### src/rtl/rpf_pkg.sv
package rpf_pkg;

  typedef enum logic [1:0] {
    PK_DATA = 2'b00,
    PK_FLOW = 2'b01,
    PK_CMD  = 2'b10,
    PK_RESP = 2'b11
  } pkt_kind_e;

  typedef enum logic [1:0] {
    ST_IDLE,
    ST_HDR,
    ST_TIME,
    ST_BODY
  } fr_state_e;

  typedef struct packed {
    logic [1:0]  kind;
    logic        timed;
    logic        eob;
    logic [11:0] seq;
    logic [15:0] len;
    logic [15:0] src;
    logic [15:0] dst;
  } hdr_word_t;

endpackage

### src/rtl/rpf_hdr_pack.sv
module rpf_hdr_pack #(
  parameter int CNT_W = 12,
  parameter int SEQ_W = 12
) (
  input  logic [1:0]       kind,
  input  logic             timed,
  input  logic             eob,
  input  logic [SEQ_W-1:0] seq,
  input  logic [CNT_W-1:0] nwords,
  input  logic [15:0]      src,
  input  logic [15:0]      dst,
  output logic [63:0]      word
);
  import rpf_pkg::*;

  localparam int LEN_W = 16;

  hdr_word_t        hw;
  logic [LEN_W-1:0] body_bytes;
  logic [LEN_W-1:0] lead_bytes;

  always_comb begin
    body_bytes = LEN_W'(nwords) << 3;
    lead_bytes = timed ? LEN_W'(16) : LEN_W'(8);
    hw.kind  = kind;
    hw.timed = timed;
    hw.eob   = eob;
    hw.seq   = 12'(seq);
    hw.len   = body_bytes + lead_bytes;
    hw.src   = src;
    hw.dst   = dst;
    word     = hw;
  end

endmodule

### src/rtl/rpf_seq_ctr.sv
module rpf_seq_ctr #(
  parameter int SEQ_W = 12
) (
  input  logic             clk,
  input  logic             rst,
  input  logic             inc,
  output logic [SEQ_W-1:0] seq
);

  always_ff @(posedge clk) begin
    if (rst) seq <= '0;
    else if (inc) seq <= seq + 1'b1;
  end

  assert_seq_step_R8: assert property (@(posedge clk) disable iff (rst)
    inc |=> seq == $past(seq) + 1'b1);

  assert_seq_hold_R8: assert property (@(posedge clk) disable iff (rst)
    !inc |=> $stable(seq));

endmodule

### src/rtl/rpf_ramp_gen.sv
module rpf_ramp_gen #(
  parameter int W = 64
) (
  input  logic         clk,
  input  logic         rst,
  input  logic         load,
  input  logic         adv,
  input  logic [W-1:0] base,
  input  logic [W-1:0] step,
  output logic [W-1:0] cur
);

  logic [W-1:0] step_q;

  always_ff @(posedge clk) begin
    if (rst) begin
      cur    <= '0;
      step_q <= '0;
    end else if (load) begin
      cur    <= base;
      step_q <= step;
    end else if (adv) begin
      cur    <= cur + step_q;
    end
  end

  assert_ramp_advance_R5: assert property (@(posedge clk) disable iff (rst)
    (adv && !load) |=> cur == $past(cur) + $past(step_q));

endmodule

### src/rtl/ramp_pkt_framer.sv
module ramp_pkt_framer #(
  parameter int DATA_W = 64,
  parameter int CNT_W  = 12,
  parameter int SEQ_W  = 12
) (
  input  logic              clk,
  input  logic              rst,
  input  logic              start_i,
  input  logic [1:0]        kind_i,
  input  logic              eob_i,
  input  logic              timed_i,
  input  logic [15:0]       src_id_i,
  input  logic [15:0]       dst_id_i,
  input  logic [DATA_W-1:0] stamp_i,
  input  logic [CNT_W-1:0]  nwords_i,
  input  logic [DATA_W-1:0] ramp_base_i,
  input  logic [DATA_W-1:0] ramp_step_i,
  output logic              busy_o,
  output logic [DATA_W-1:0] m_tdata,
  output logic              m_tvalid,
  output logic              m_tlast,
  input  logic              m_tready
);
  import rpf_pkg::*;

  fr_state_e         state;
  logic              timed_q;
  logic [DATA_W-1:0] stamp_q;
  logic [CNT_W-1:0]  remain;
  logic [SEQ_W-1:0]  seq;
  logic [63:0]       hdr_word;
  logic [DATA_W-1:0] ramp_cur;
  logic              beat;
  logic              accept;
  logic              go_time;
  logic              ramp_adv;

  assign beat     = m_tvalid & m_tready;
  assign accept   = (state == ST_IDLE) & start_i;
  assign go_time  = (state == ST_HDR) & timed_q;
  assign ramp_adv = beat & ~m_tlast & ~go_time;
  assign busy_o   = (state != ST_IDLE);

  rpf_hdr_pack #(.CNT_W(CNT_W), .SEQ_W(SEQ_W)) u_hdr (
    .kind   (kind_i),
    .timed  (timed_i),
    .eob    (eob_i),
    .seq    (seq),
    .nwords (nwords_i),
    .src    (src_id_i),
    .dst    (dst_id_i),
    .word   (hdr_word)
  );

  rpf_seq_ctr #(.SEQ_W(SEQ_W)) u_seq (
    .clk (clk),
    .rst (rst),
    .inc (beat & m_tlast),
    .seq (seq)
  );

  rpf_ramp_gen #(.W(DATA_W)) u_ramp (
    .clk  (clk),
    .rst  (rst),
    .load (accept),
    .adv  (ramp_adv),
    .base (ramp_base_i),
    .step (ramp_step_i),
    .cur  (ramp_cur)
  );

  always_ff @(posedge clk) begin
    if (rst) begin
      state    <= ST_IDLE;
      timed_q  <= 1'b0;
      stamp_q  <= '0;
      remain   <= '0;
      m_tdata  <= '0;
      m_tvalid <= 1'b0;
      m_tlast  <= 1'b0;
    end else if (state == ST_IDLE) begin
      if (start_i) begin
        m_tdata  <= DATA_W'(hdr_word);
        m_tvalid <= 1'b1;
        m_tlast  <= (nwords_i == '0) && !timed_i;
        timed_q  <= timed_i;
        stamp_q  <= stamp_i;
        remain   <= nwords_i;
        state    <= ST_HDR;
      end
    end else if (beat) begin
      if (m_tlast) begin
        m_tvalid <= 1'b0;
        m_tlast  <= 1'b0;
        state    <= ST_IDLE;
      end else if (go_time) begin
        m_tdata <= stamp_q;
        m_tlast <= (remain == '0);
        state   <= ST_TIME;
      end else begin
        m_tdata <= ramp_cur;
        m_tlast <= (remain == CNT_W'(1));
        remain  <= remain - 1'b1;
        state   <= ST_BODY;
      end
    end
  end

  assert_hold_stable_R7: assert property (@(posedge clk) disable iff (rst)
    (m_tvalid && !m_tready) |=> (m_tvalid && $stable(m_tdata) && $stable(m_tlast)));

  assert_drop_after_last_R6: assert property (@(posedge clk) disable iff (rst)
    (beat && m_tlast) |=> !m_tvalid);

  assert_busy_tracks_valid_R9: assert property (@(posedge clk) disable iff (rst)
    busy_o == m_tvalid);

  assert_start_ignored_R9: assert property (@(posedge clk) disable iff (rst)
    (busy_o && !beat) |=> $stable(m_tdata));

  assert_last_needs_valid_R6: assert property (@(posedge clk) disable iff (rst)
    m_tlast |-> m_tvalid);

endmodule

### config.mk
export PLATFORM = sky130hd
export DESIGN_NAME = ramp_pkt_framer
export DESIGN_NICKNAME = d
export VERILOG_FILES = /design/src/rtl/rpf_pkg.sv /design/src/rtl/rpf_hdr_pack.sv /design/src/rtl/rpf_seq_ctr.sv /design/src/rtl/rpf_ramp_gen.sv /design/src/rtl/ramp_pkt_framer.sv
export SDC_FILE = /design/constraint.sdc
export NUM_CORES = 1
export LEC_CHECK = 0
export BUFFER_PORTS_ARGS = -buffer_cell sky130_fd_sc_hd__buf_2
export CORE_MARGIN = 1.5
export CORE_UTILIZATION = 56
export DETAILED_ROUTE_END_ITERATION = 8
export MAX_ROUTING_LAYER = met4
export PLACE_DENSITY = 0.8
export SETUP_SLACK_MARGIN = 0.3
export SKIP_CTS_REPAIR_TIMING = 1
export SYNTH_ARGS = -nofsm -noshare
export SYNTH_HDL_FRONTEND = slang
export SYNTH_SLANG_ARGS = --single-unit
### constraint.sdc
create_clock -name clk -period 4.5 [get_ports clk]
set_input_delay 0.675 -clock clk [delete_from_list [all_inputs] [get_ports clk]]
set_output_delay 0.675 -clock clk [all_outputs]
set_load 0.02 [all_outputs]
# Word level (Yosys, flattened, before mapping)

Index checks and enable logic that the tools add are counted.

Register bits after elaboration: 285
Bits of input ports: 244
Logic and storage cells: 68

$add $sub $neg: 4
Eq/ne operators: 5
Mux-type cells: 27
Bitwise logic cells: 8
Reduce and logical (&&, ||, !) cells: 14

Operator list:

| cell                  | count |
|---|---|
| $mux 64               | 7 |
| $add 64x64->64        | 1 |
| $mux 12               | 5 |
| $logic_not 12->1      | 2 |
| $add 15x5->16         | 1 |
| $add 12x1->12 const B | 1 |
| $eq 12x1->1 const B   | 1 |
| $sub 12x1->12 const B | 1 |
| $mux 1                | 10 |
| $mux 2                | 4 |
| $reduce_bool 2->1     | 4 |
| $and 1x1->1           | 6 |
| $reduce_and 3->1      | 2 |
| $mux 5                | 1 |
| $ne 2x1->1 const B    | 2 |
| $reduce_and 2->1      | 2 |
| $reduce_and 4->1      | 1 |
| $eq 2x1->1 const B    | 1 |
| $logic_not 2->1       | 1 |
| $ne 2x2->1 const B    | 1 |
| $not 1->1             | 2 |
| $logic_and 1x1->1     | 1 |
| $logic_not 1->1       | 1 |

# Logic depth before layout (Yosys ltp)

Word-level depth: 6
Depth in mapped cells: 13
Gate-level depth less buffers: 13

# By module

From an unflattened synthesis, not the netlist that was laid out.

Cell total of the unflattened synthesis: 2020
Area, all modules: 16324.4 um2

By module, submodules not included:

| module          | instances | cells each | area each (um2) | sequential area each (um2) |
|---|---|---|---|---|
| rpf_ramp_gen    | 1         | 1107       | 8748.4          | 2562.5 |
| ramp_pkt_framer | 1         | 767        | 6391.1          | 2902.8 |
| rpf_hdr_pack    | 1         | 88         | 654.4           | 0.0 |
| rpf_seq_ctr     | 1         | 58         | 530.5           | 240.2 |

# Worst setup path before layout

OpenSTA, ideal clock, no wires.

Path kind: reg-to-reg
From: register u_ramp.cur[0]
To: register u_ramp.cur[60]
Setup time: 77 ps
Arrival time: 3136 ps
Slack: 1287 ps
Stages on the path, launching flop included: 13
Buffers on the path: 0
Period minus slack after synthesis: 3213 ps
Cell sequence: dfxtp_1 > ha_1 > fa_1 > a21o_1 > a221oi_4 > o221a_4 > o21ai_4 > o2111ai_2 > a211oi_2 > or2_1 > a211o_1 > or4_4 > a41oi_2

Cells in the longest elaborated chain, start to end: 3

Ends and longest elaborated chain:

| what                   | RTL line           | text |
|---|---|---|
| start, declared        | rpf_ramp_gen.sv:10 | `output logic [W-1:0] cur` |
| start signal, assigned | rpf_ramp_gen.sv:20 | `cur <= base;` |
| start signal, assigned | rpf_ramp_gen.sv:23 | `cur <= cur + step_q;` |
| $add 64x64->64         | rpf_ramp_gen.sv:23 |  |
| $mux 64                | rpf_ramp_gen.sv:22 | `end else if (adv) begin` |
| $mux 64                | rpf_ramp_gen.sv:19 | `end else if (load) begin` |

No other way between the ends. The select of a mux whose other input is x is not followed.
A chain may end at the register's enable or synchronous reset.

# Worst setup path after layout

From: register u_ramp.cur[0]
To: register u_ramp.cur[44]

Same word-level chain as after synthesis.

==> flow_results.org <==
** Timing
- Across the routed clock network, the largest skew measured is 0.0216 ns.
- Achievable clock frequency :: 278 MHz
- After layout, the worst path uses 79.9% of the clock period.
- The worst pin sits at a relative slew slack of 0.447%.
- Across all hold checks on the routed design, the worst slack comes to 0.347 ns.
- Setup violations remaining at the end of the flow were counted as 0.
- Total Neg Setup Slack :: 0 ns
- Hold Fails Final Rpt :: 0
- Minimum period implied by the final worst setup slack :: 3.60 ns
- The final-report max-slew violation count was 0.
- Slew at the pin closest to its max-slew limit :: 1.49 ns
- Setup repair after global routing left no endpoint under its margin.

** Drt
- After detailed routing, the number of vias per cell comes to 6.03.
- Average detailed-routed wire length per instance :: 18.4 um
- The first detailed-routing pass ran for 5 iterations.
- Number of antenna-violating nets in the routed design :: 0
- The detailed router placed 16.7k vias in this run.
- The first routing iteration left 1,726 violations.
- Detailed Route WL :: 51.2 mm
- Remaining DRCs :: 0

** Critical path
- Startpoint-to-endpoint class of the critical path :: reg2reg
- The worst setup path is launched from a register.
- Crit. End Element :: register
- Maximum fanout along the worst path :: 4
- STA puts the critical path data required time at 5.00 ns.
- For the worst setup path, the data arrival time is 4.10 ns.

** Pwr
- Static leakage power :: 0.00795 uW
- IR analysis of the VDD net gives a maximum drop of 0.292 mV.
- Power density normalized to cell area :: 390 nW/um^2
- Final Total Pwr :: 7230 uW

** Layout
- Summing all multi-input logic gate instances after layout gives 9430 sq um.
- Number of nets in the layout :: 2,685
- Filler instances :: 2,553
- Layout cells sized above 1 :: 16.8%
- Reg area :: 5710 sq um
- Compared with the post-synthesis result, the final layout area differs by 17.0%.

** Synthesis
- In the post-synthesis netlist, the cell with the most instances is nand2_1.
- Leading post-synthesis cells by instance count :: nand2_1 (546), a21oi_1 (304), dfxtp_1 (285), nor2_1 (238), clkbuf_1 (156)
- Sequential share of the synthesized area :: 36.0%
- Synthesized instance count :: 2,179
- Post-synthesis register bit count :: 285
- Number of distinct standard cells referenced by the synthesized netlist :: 71
- For this run, the leading register cell type out of synthesis is dfxtp_1.
- Net Count, Synth :: 2,493
- The Yosys step of the flow raised 0 warnings.
- Share of the synthesized area in the top cell type :: 36.0%
- Cell area after synthesis :: 15,800 sq um
- Number of enable flip-flop cells after synthesis :: 0
- Syn Area/Cell :: 7.27 sq um
- Post-synthesis cell type with the largest combined area :: dfxtp_1
- Top cells by area in the synthesized netlist :: dfxtp_1 (36%), nand2_1 (13%), a21oi_1 (9.6%)
- Share of flip-flops with an asynchronous set or reset after synthesis :: 0%

** Floorplan
- In this run the vertical extent of the chip is 171 um.
- Effective utilization at floorplan :: 57.0%
- Die area :: 29,300 sq um
- In this run the core area contains 61 standard-cell rows.
- The die is 171 um wide.
- In this run the standard cell core region covers 27,800 sq um.
- For this design the top-level I/O count stands at 311.

** Global routing
- Entering global routing, the biggest net connects 239 pins.
- The first global-routing pass estimated 79.2 mm of wire.
- Via count of the first global-routing pass :: 15.1k
- For this run, the total global-route usage over all layers was measured as 34.8%.
- Overall overflow remaining after global route :: 0
- Initial antenna violation count :: 4

** Place
- Placer congestion estimate :: 0.994
- Buffers placed on the I/O ports in this run total 310.
- DP HPWL :: 36.2 mm

** CTS
- Buffers inserted during clock tree synthesis total 30.
- Skew-Pair Late Insertion Delay :: 0.56 ns
- TritonCTS clock tree :: yes
- Root Driver :: clkbuf_16
- After clock tree synthesis, the clock-pin slew on the worst setup and hold paths is 0.06 ns.
- Worst-case clock buffer depth :: 3
- CTS H-tree lvls :: 1
- The clock drives 285 sinks.

** Min path
- Kind of path behind the tightest hold check :: in2reg

** Status
- The run finished with clean final reports.

** Run
- Across the run, the number of max-cap violations was 0.
==> path summary, 6_finish.rpt <==
check / startpoint / to / slack (ns) / depth (start not counted)
hold / removal: stamp_i[48] / stamp_q[48]$_SDFFE_PP0P_ / 0.35 / 3
setup / recovery: u_ramp.cur[0]$_SDFFE_PP0P_ / u_ramp.cur[44]$_SDFFE_PP0P_ / 0.90 / 13
setup reg to reg: u_ramp.cur[0]$_SDFFE_PP0P_ / u_ramp.cur[44]$_SDFFE_PP0P_ / 0.90 / 13
hold reg to reg: stamp_q[14]$_SDFFE_PP0P_ / stamp_q[14]$_SDFFE_PP0P_ / 0.46 / 2
==> cells in the final DEF (no fill, tap or decap), types with 24 or more instances in the layout <==
cell type	n
nor3_1	30
dfxtp_1	285
xnor2_1	51
xor2_1	24
o21ai_0	56
nand3_1	29
inv_1	27
ha_1	68
nand2_1	545
buf_2	309
nand4_1	24
a21oi_1	304
a311oi_1	99
nor2_1	237
clkbuf_16	31
a21o_1	44
==> layer usage <==
layer | share of wire, % | wire length [um] | GRT usage (%) | vias up
li1 | - | - | - | 7991
met1 | 44 | 22600 | 48.4 | 7922
met2 | 45 | 22900 | 52.8 | 742
met3 | 8.0 | 4120 | 3.93 | 94
met4 | 3.0 | 1520 | 11.1 | 0
met5 | 0 | 0 | - | -
==> where the power goes <==
group          total [uW]  internal [uW]  switching (uW)  leakage, uW
logic                1620            573            1040      0.00507
registers            2900           2740             159      0.00234
clock network        2720           1670            1050     0.000540
==> sequential cells by signal, summed over array words and instances, names as in the netlist, 2 cells and up <==
| register | count |
|---|---|
| m_tdata | 64 |
| remain | 12 |
| stamp_q | 64 |
| state | 2 |
| u_ramp.cur | 64 |
| u_ramp.step_q | 64 |
| u_seq.seq | 12 |
==> cell type report <==
class,instances,share of cell area (%)
Multi-Input combinational cell,1699,50.8
Timing Repair Buffer,327,9.31
Sequential cell,285,30.8
Clock inverter,11,1.01
Inverter,28,0.580
Clock buffer,44,4.88
Antenna cell,5,0.0675
Tap cell,378,2.55
==> stage by stage <==
step / setup slack, ns / utilization (%) / std cells / cell area (sq um)
6_report: 0.903 / 66.7 / 2777 / 18500
5_1_grt: 0.696 / 66.7 / 2776 / 18500
4_1_cts: 0.964 / 66.7 / 2772 / 18500
3_5_place_dp: 0.991 / 62.8 / 2717 / 17400
3_3_place_gp: 1.03 / 62.8 / 2717 / 17400
2_1_floorplan: 1.29 / - / 2179 / 15800
==> kinds of logic after synthesis <==
| kind of cell | synth area share, % |
|---|---|
| flops | 36.0 |
| buf+inv | 4.66 |
| xor+xnor | 4.15 |
| simple gates | 24.0 |
| compound gates | 25.4 |
| mux | 0.134 |
| fa+ha+maj | 5.62 |
==> critical path: stages (launching register included) <==
cell and delay (ns):
dfxtp_1 0.33, ha_1 0.23, fa_1 0.41, a21o_1 0.23, a221oi_4 0.31, o221a_4 0.30, nor4b_1 0.07, a211oi_1 0.42
a21oi_1 0.14, nor2_1 0.38, o21ai_0 0.20, xnor2_1 0.16, o21ai_0 0.17, o211a_1 0.18
Power figures use the tool's default switching activity.
